--- src/rtl/can_arb_pkg.sv ---
package can_arb_pkg;
    localparam int CODE_W = 4;
    localparam logic [CODE_W-1:0] MBC_RX_OFF   = 4'b0000;
    localparam logic [CODE_W-1:0] MBC_RX_EMPTY = 4'b0100;
    localparam logic [CODE_W-1:0] MBC_TX_OFF   = 4'b1000;
    localparam logic [CODE_W-1:0] MBC_TX_SEND  = 4'b1100;
    localparam int MAX_PAYLOAD = 8;
endpackage

--- src/rtl/mb_prio_pick.sv ---
module mb_prio_pick #(
    parameter int N  = 8,
    parameter int IW = (N > 1) ? $clog2(N) : 1
) (
    input  logic [N-1:0]  req_i,
    output logic          vld_o,
    output logic [IW-1:0] idx_o,
    output logic [N-1:0]  gnt_o
);
    logic [N-1:0] below;

    assign below[0] = 1'b0;
    for (genvar g = 1; g < N; g++) begin : g_chain
        assign below[g] = below[g-1] | req_i[g-1];
    end

    assign gnt_o = req_i & ~below;
    assign vld_o = |req_i;

    always_comb begin
        idx_o = '0;
        for (int i = 0; i < N; i++) begin
            if (gnt_o[i]) idx_o = IW'(i);
        end
    end
endmodule

--- src/rtl/arb_trigger.sv ---
module arb_trigger #(
    parameter int N = 8
) (
    input  logic         clk,
    input  logic         rst_n,
    input  logic         ph_crc_i,
    input  logic         ph_errdelim_i,
    input  logic         ph_inter_i,
    input  logic         bus_idle_i,
    input  logic         freeze_exit_i,
    input  logic [N-1:0] cs_wr_i,
    input  logic         win_kill_i,
    input  logic         arb_none_i,
    output logic         go_o,
    output logic         pend_o
);
    typedef struct packed {
        logic go;
        logic pend;
        logic none;
    } trig_t;

    trig_t st_q, st_d;
    logic  any_wr;

    always_comb begin
        any_wr  = |cs_wr_i;
        st_d    = st_q;
        st_d.go = ph_crc_i | ph_errdelim_i | freeze_exit_i
                | (bus_idle_i & any_wr)
                | (ph_inter_i & st_q.pend);
        st_d.pend = win_kill_i | (st_q.none & any_wr) | (st_q.pend & ~st_q.go);
        if (st_q.go) st_d.none = arb_none_i;
    end

    always_ff @(posedge clk or negedge rst_n) begin
        if (!rst_n) st_q <= '{go: 1'b0, pend: 1'b0, none: 1'b1};
        else        st_q <= st_d;
    end

    assign go_o   = st_q.go;
    assign pend_o = st_q.pend;


    inter_quiet_chk: assert property (@(posedge clk) disable iff (!rst_n)
        (!st_q.pend && !ph_crc_i && !ph_errdelim_i && !freeze_exit_i && !bus_idle_i)
        |=> !st_q.go);


    idle_wr_chk: assert property (@(posedge clk) disable iff (!rst_n)
        (bus_idle_i && (cs_wr_i != '0)) |=> st_q.go);
endmodule

--- src/rtl/mb_status.sv ---
module mb_status
    import can_arb_pkg::*;
#(
    parameter int N    = 8,
    parameter int TS_W = 16,
    parameter int IW   = (N > 1) ? $clog2(N) : 1
) (
    input  logic                clk,
    input  logic                rst_n,
    input  logic [N-1:0]        cs_wr_i,
    input  logic [CODE_W-1:0]   cs_code_i,
    input  logic                done_i,
    input  logic [IW-1:0]       done_idx_i,
    input  logic [TS_W-1:0]     done_ts_i,
    input  logic [N-1:0]        flag_clr_i,
    output logic [N*CODE_W-1:0] code_o,
    output logic [N*TS_W-1:0]   ts_o,
    output logic [N-1:0]        flag_o
);
    typedef struct packed {
        logic [N-1:0][CODE_W-1:0] code;
        logic [N-1:0][TS_W-1:0]   ts;
        logic [N-1:0]             flag;
    } stat_t;

    stat_t st_q, st_d;

    always_comb begin
        st_d = st_q;
        for (int i = 0; i < N; i++) begin
            if (done_i && done_idx_i == IW'(i)) begin
                st_d.code[i] = MBC_TX_OFF;
                st_d.ts[i]   = done_ts_i;
                st_d.flag[i] = 1'b1;
            end else if (flag_clr_i[i]) begin
                st_d.flag[i] = 1'b0;
            end
            if (cs_wr_i[i]) st_d.code[i] = cs_code_i;
        end
    end

    always_ff @(posedge clk or negedge rst_n) begin
        if (!rst_n) st_q <= '0;
        else        st_q <= st_d;
    end

    assign code_o = st_q.code;
    assign ts_o   = st_q.ts;
    assign flag_o = st_q.flag;

    for (genvar g = 0; g < N; g++) begin : g_chk

        flag_w1c_chk: assert property (@(posedge clk) disable iff (!rst_n)
            (flag_clr_i[g] && !(done_i && done_idx_i == IW'(g))) |=> !st_q.flag[g]);

        code_wr_chk: assert property (@(posedge clk) disable iff (!rst_n)
            cs_wr_i[g] |=> st_q.code[g] == $past(cs_code_i));

        done_upd_chk: assert property (@(posedge clk) disable iff (!rst_n)
            (done_i && done_idx_i == IW'(g) && !cs_wr_i[g])
            |=> (st_q.code[g] == MBC_TX_OFF) && st_q.flag[g]);
    end
endmodule

--- src/rtl/can_tx_arbiter.sv ---
module can_tx_arbiter
    import can_arb_pkg::*;
#(
    parameter int N     = 8,
    parameter int ID_W  = 11,
    parameter int DLC_W = 4,
    parameter int TS_W  = 16,
    parameter int IW    = (N > 1) ? $clog2(N) : 1
) (
    input  logic                clk,
    input  logic                rst_n,
    input  logic                ph_crc_i,
    input  logic                ph_errdelim_i,
    input  logic                ph_inter_i,
    input  logic                bus_idle_i,
    input  logic                freeze_exit_i,
    input  logic [N-1:0]        cs_wr_i,
    input  logic [CODE_W-1:0]   cs_code_i,
    input  logic [N*ID_W-1:0]   mb_id_i,
    input  logic [N*DLC_W-1:0]  mb_dlc_i,
    input  logic                id_start_i,
    input  logic                tx_done_i,
    input  logic [N-1:0]        flag_clr_i,
    input  logic [N-1:0]        irq_mask_i,
    output logic [N*CODE_W-1:0] mb_code_o,
    output logic [N*TS_W-1:0]   mb_ts_o,
    output logic [N-1:0]        flag_o,
    output logic                irq_o,
    output logic                tx_vld_o,
    output logic [IW-1:0]       tx_idx_o,
    output logic [ID_W-1:0]     tx_id_o,
    output logic [DLC_W-1:0]    tx_dlc_o
);
    localparam logic [DLC_W-1:0] LEN_CAP = DLC_W'(MAX_PAYLOAD);

    typedef struct packed {
        logic [TS_W-1:0]  timer;
        logic [TS_W-1:0]  ts_cap;
        logic             win_vld;
        logic [IW-1:0]    win_idx;
        logic             sh_vld;
        logic [IW-1:0]    sh_idx;
        logic [ID_W-1:0]  sh_id;
        logic [DLC_W-1:0] sh_dlc;
    } core_t;

    core_t st_q, st_d;

    logic [N*CODE_W-1:0] code_flat;
    logic [N-1:0]        flag_vec;
    logic [N-1:0]        cand;
    logic                pick_vld;
    logic [IW-1:0]       pick_idx;
    logic [N-1:0]        pick_gnt;
    logic                go;
    logic                pend;
    logic                win_kill;
    logic                move_out;
    logic                done;
    logic [DLC_W-1:0]    dlc_sel;

    always_comb begin
        for (int i = 0; i < N; i++) begin
            cand[i] = (code_flat[i*CODE_W +: CODE_W] == MBC_TX_SEND)
                   && !(st_q.sh_vld && st_q.sh_idx == IW'(i));
        end
    end

    mb_prio_pick #(.N(N), .IW(IW)) u_pick (
        .req_i (cand),
        .vld_o (pick_vld),
        .idx_o (pick_idx),
        .gnt_o (pick_gnt)
    );

    assign win_kill = st_q.win_vld & cs_wr_i[st_q.win_idx];

    arb_trigger #(.N(N)) u_trig (
        .clk           (clk),
        .rst_n         (rst_n),
        .ph_crc_i      (ph_crc_i),
        .ph_errdelim_i (ph_errdelim_i),
        .ph_inter_i    (ph_inter_i),
        .bus_idle_i    (bus_idle_i),
        .freeze_exit_i (freeze_exit_i),
        .cs_wr_i       (cs_wr_i),
        .win_kill_i    (win_kill),
        .arb_none_i    (~pick_vld),
        .go_o          (go),
        .pend_o        (pend)
    );

    always_comb begin
        st_d       = st_q;
        st_d.timer = st_q.timer + 1'b1;
        done       = tx_done_i & st_q.sh_vld;
        move_out   = st_q.win_vld & ~st_q.sh_vld & ~win_kill & ~go;
        dlc_sel    = mb_dlc_i[st_q.win_idx*DLC_W +: DLC_W];

        if (id_start_i && st_q.sh_vld) st_d.ts_cap = st_q.timer;

        if (win_kill) st_d.win_vld = 1'b0;

        if (move_out) begin
            st_d.win_vld = 1'b0;
            st_d.sh_vld  = 1'b1;
            st_d.sh_idx  = st_q.win_idx;
            st_d.sh_id   = mb_id_i[st_q.win_idx*ID_W +: ID_W];
            st_d.sh_dlc  = (dlc_sel > LEN_CAP) ? LEN_CAP : dlc_sel;
        end

        if (go) begin
            st_d.win_vld = pick_vld;
            st_d.win_idx = pick_idx;
        end

        if (done) st_d.sh_vld = 1'b0;
    end

    always_ff @(posedge clk or negedge rst_n) begin
        if (!rst_n) st_q <= '0;
        else        st_q <= st_d;
    end

    mb_status #(.N(N), .TS_W(TS_W), .IW(IW)) u_stat (
        .clk        (clk),
        .rst_n      (rst_n),
        .cs_wr_i    (cs_wr_i),
        .cs_code_i  (cs_code_i),
        .done_i     (done),
        .done_idx_i (st_q.sh_idx),
        .done_ts_i  (st_q.ts_cap),
        .flag_clr_i (flag_clr_i),
        .code_o     (code_flat),
        .ts_o       (mb_ts_o),
        .flag_o     (flag_vec)
    );

    assign mb_code_o = code_flat;
    assign flag_o    = flag_vec;
    assign irq_o     = |(flag_vec & irq_mask_i);
    assign tx_vld_o  = st_q.sh_vld;
    assign tx_idx_o  = st_q.sh_idx;
    assign tx_id_o   = st_q.sh_id;
    assign tx_dlc_o  = st_q.sh_dlc;


    grant_onehot_chk: assert property (@(posedge clk) disable iff (!rst_n)
        $onehot0(pick_gnt));


    win_ready_chk: assert property (@(posedge clk) disable iff (!rst_n)
        (go && pick_vld) |-> code_flat[pick_idx*CODE_W +: CODE_W] == MBC_TX_SEND);


    shadow_hold_chk: assert property (@(posedge clk) disable iff (!rst_n)
        (st_q.sh_vld && !tx_done_i) |=> st_q.sh_vld && $stable(st_q.sh_idx)
                                      && $stable(st_q.sh_id) && $stable(st_q.sh_dlc));


    dlc_cap_chk: assert property (@(posedge clk) disable iff (!rst_n)
        st_q.sh_vld |-> st_q.sh_dlc <= LEN_CAP);


    winner_kill_chk: assert property (@(posedge clk) disable iff (!rst_n)
        (st_q.win_vld && cs_wr_i[st_q.win_idx] && !go) |=> !st_q.win_vld && pend);
endmodule

--- config.mk ---
export PLATFORM = sky130hd
export DESIGN_NAME = can_tx_arbiter
export DESIGN_NICKNAME = d
export VERILOG_FILES = /design/src/rtl/can_arb_pkg.sv /design/src/rtl/mb_prio_pick.sv /design/src/rtl/arb_trigger.sv /design/src/rtl/mb_status.sv /design/src/rtl/can_tx_arbiter.sv
export SDC_FILE = /design/constraint.sdc
export NUM_CORES = 1
export LEC_CHECK = 0
export ABC_AREA = 1
export CORE_MARGIN = 2
export CORE_UTILIZATION = 42
export CTS_CLUSTER_DIAMETER = 100
export CTS_CLUSTER_SIZE = 10
export DETAILED_ROUTE_END_ITERATION = 8
export PLACE_DENSITY_LB_ADDON = 0.3
export SKIP_LAST_GASP = 1
export SYNTH_ARGS = -nofsm -noshare
export SYNTH_HDL_FRONTEND = slang
export SYNTH_HIERARCHICAL = 1
export SYNTH_SLANG_ARGS = --single-unit
export TNS_END_PERCENT = 100
--- constraint.sdc ---
create_clock -name clk -period 2 [get_ports clk]
set_clock_uncertainty 0.2 [all_clocks]
set_input_delay 0.4 -clock clk [delete_from_list [all_inputs] [get_ports clk]]
set_output_delay 0.4 -clock clk [all_outputs]
set_load 0.02 [all_outputs]
==> parameters.txt <==
Parameter                              Value

Route
  Post-detailed-route DRC marker count    0
  Routed wire length    around 32000 um
  Router iterations before antenna repair    5
  Post-detailed-route count of antenna-violating nets    0
  Number of DRC markers after the initial detailed-route iteration    between 600 and 700
  Avg Vias per Cell    around 5
  Number of vias after detailed routing    approximately 9400
  Average routed wire per standard cell    about 17 um

Timing
  Setup violation total in the final timing report    2
  Setup TNS after final layout    -0.3882 ns
  Final hold violations    0
  Remaining max-slew budget at the tightest pin    between 60% and 70%
  Worst slack on hold paths    roughly 0.18 ns
  Final period utilization    112.7%
  Min Tclk post-route    about 2.3 ns
  Total count of max-transition violations in the final report    0
  Worst Tran Pin Value    roughly 0.56 ns
  Worst-case setup margin in the final layout    -0.2550 ns
  RSZ-0062 raised after global routing    yes
  Highest Clock Rate    approximately 440 MHz

Global routing
  Antenna violations before repair    1
  Vias in the first global route    between 9000 and 10000
  Global-route wire length before repair    slightly below 50000 um
  Final global-route overflow total    0
  All-Layer GR Usage    about a quarter
  Maximum number of pins on one net before global-route repair    52

Clock network
  Root buf cell    clkbuf_16
  H-tree Lvls    1
  Maximum clock insertion buffer count    3
  Clock sink count    around 230
  Number of clock buffers inserted by TritonCTS    26
  CTS tree    yes
  Clock latency at the later pin of the worst-skew pair    0.53 ns
  Clock-pin transition on the worst setup and hold timing paths    0.07 ns

Cells and area
  Layout net count    1664
  Final core utilization    approximately 60%
  Area Growth Syn to Fin    44.54%
  Count of antenna diodes in the layout    0
  Share of cells above drive strength 1    under 10%

Critical path
  Top Family by Delay on Critical Path    compound AO/OA/AOI/OAI gates
  Total buffers and inverters traversed by the critical path    1
  Largest driver fanout on the critical path    2
  Worst Path Arrival    1.65 ns
  Data required, critical path    1.40 ns
  Largest stage delay, worst path    around 0.38 ns
  Cells on worst reg2reg path    11
  Critical path depth    4
  Cell-by-cell trace of the critical path    a22o_1 -> a221oi_2 -> nand2_1 -> buf_6
  Start-to-end type of the worst setup path    reg -> out
  Worst-path cell with the longest stage delay    dfrtp_1
  Critical Path Source Type    flop
  Crit. End Element    output port

Die
  Floorplan core area    roughly 24000 um^2
  Starting Density    a little over two fifths
  Die Width    160.2 um
  Number of primary I/O pins    about 350
  Number of standard-cell rows in the floorplan    between 50 and 60
  Chip Height    between 150 and 200 um
  DIE AREA    approximately 26000 um^2

Placement
  Setup slack at placement    -0.5848 ns
  Port Buf Inserts    344
  Routability cong.    between 0.8 and 0.9
  Half-perimeter wire length of the detailed placement result    between 20000 and 25000 um

Synth
  Net count after synthesis    1315
  Gate count after technology mapping    approximately 1200
  Post-Syn Area per Cell    slightly below 9 um^2
  Total standard cell area after synthesis    a little over 10000 um^2
  Number of warnings reported in the yosys synthesis log    6

Status
  Outcome    finished with violations
  Failing checks    negative setup slack

Power
  Overall power consumption    between 0.01 and 0.015 W
  LEAKAGE    around 7.5 nW
  Worst ir drop on vdd    ~0.55 mV
  Areal power density over the cells    approximately 820 nW/um^2

Run
  Max-cap violations    0

Worst hold path
  Hold Crit Class    in -> async
worst paths after layout:
| check | startpoint | to | slack, ns |
|---|---|---|---|
| min reg2reg | st_q[53] | st_q[53] | 0.27 |
| min | rst_n | u_stat/ts_o[21] | 0.18 |
| max | u_stat/flag_o[0] | irq_o | -0.25 |
| min in group clk | flag_clr_i[5] | u_stat/flag_o[5] | 0.24 |
| max reg2reg | tx_idx_o[1] | st_q[20] | 0.07 |
| max in group asynchronous | rst_n | u_trig/st_q[0] | 0.80 |
worst register-to-register path, delay by kind of cell, from the launching register on:
family                 cells  cell delay, ns
and+or+nand+nor            8            0.87
DFF                        1            0.44
buffers and inverters      2            0.25
AOI/OAI and AO/OA          1            0.06
layout by cell type, fill, tap and decap left out, types with 5 or more instances in the layout:
master and n:
buf_12 18, buf_4 38, clkbuf_1 8, clkbuf_16 26, clkdlybuf4s50_1 156, dfrtp_1 223
dlygate4sd2_1 182, inv_1 80, inv_2 5, nand2_1 321, nand3_1 46, nand4_1 7
nor2_1 77, nor2_4 7, o21ai_0 161, o21ai_1 46, o21ai_2 24, o221ai_1 24
xor2_1 14
where the power goes:
group	total (W)	switching, W	internal, W
clock network	0.00427	0.00178	0.00249
logic	0.00277	0.00167	0.00111
registers	0.00517	0.000246	0.00492
total	0.0122	0.00369	0.00852
registers in the layout (all words and copies together), names as in the netlist, 3 cells and up:
| signal | flops |
|---|---|
| u_stat/code_o | 32 |
| tx_id_o | 11 |
| u_stat/ts_o | 128 |
| u_stat/flag_o | 8 |
| tx_dlc_o | 4 |
| tx_idx_o | 3 |
| st_q | 36 |
area by class of cell:
type | instances | area (um^2)
fill | 2222 | 9290
sequential | 226 | 5659
timing repair buffer | 402 | 3880
multi-input combinational | 765 | 3811
clock buffer | 34 | 680.7
tap | 324 | 405.4
inverter | 85 | 319.1
clock inverter | 2 | 60.06
per-stage QoR:
step           instance area, um^2  instances
6_report                     14820       1838
3_3_place_gp                 14180       1799
5_1_grt                      14820       1838
2_1_floorplan                10260       1157
3_5_place_dp                 14180       1799
4_1_cts                      14730       1836
timing repair:
action,CTS,global route
pin swaps,1,5
gates resized for setup,207,19
endpoints found under the hold margin,208,0
endpoints found under the setup margin,191,9
buffers inserted,0,3
hold buffers,1,0
per-layer routing:
| layer | up-vias | global-route usage [%] | wire (um) |
|---|---|---|---|
| li1 | 4486 | - | - |
| met1 | 4450 | 30.75 | 12870 |
| met2 | 434 | 41.13 | 15420 |
| met3 | 60 | 5.013 | 2629 |
| met4 | 2 | 8.763 | 968 |
| met5 | - | 0 | 13 |
(Power assumes the default switching activity.)
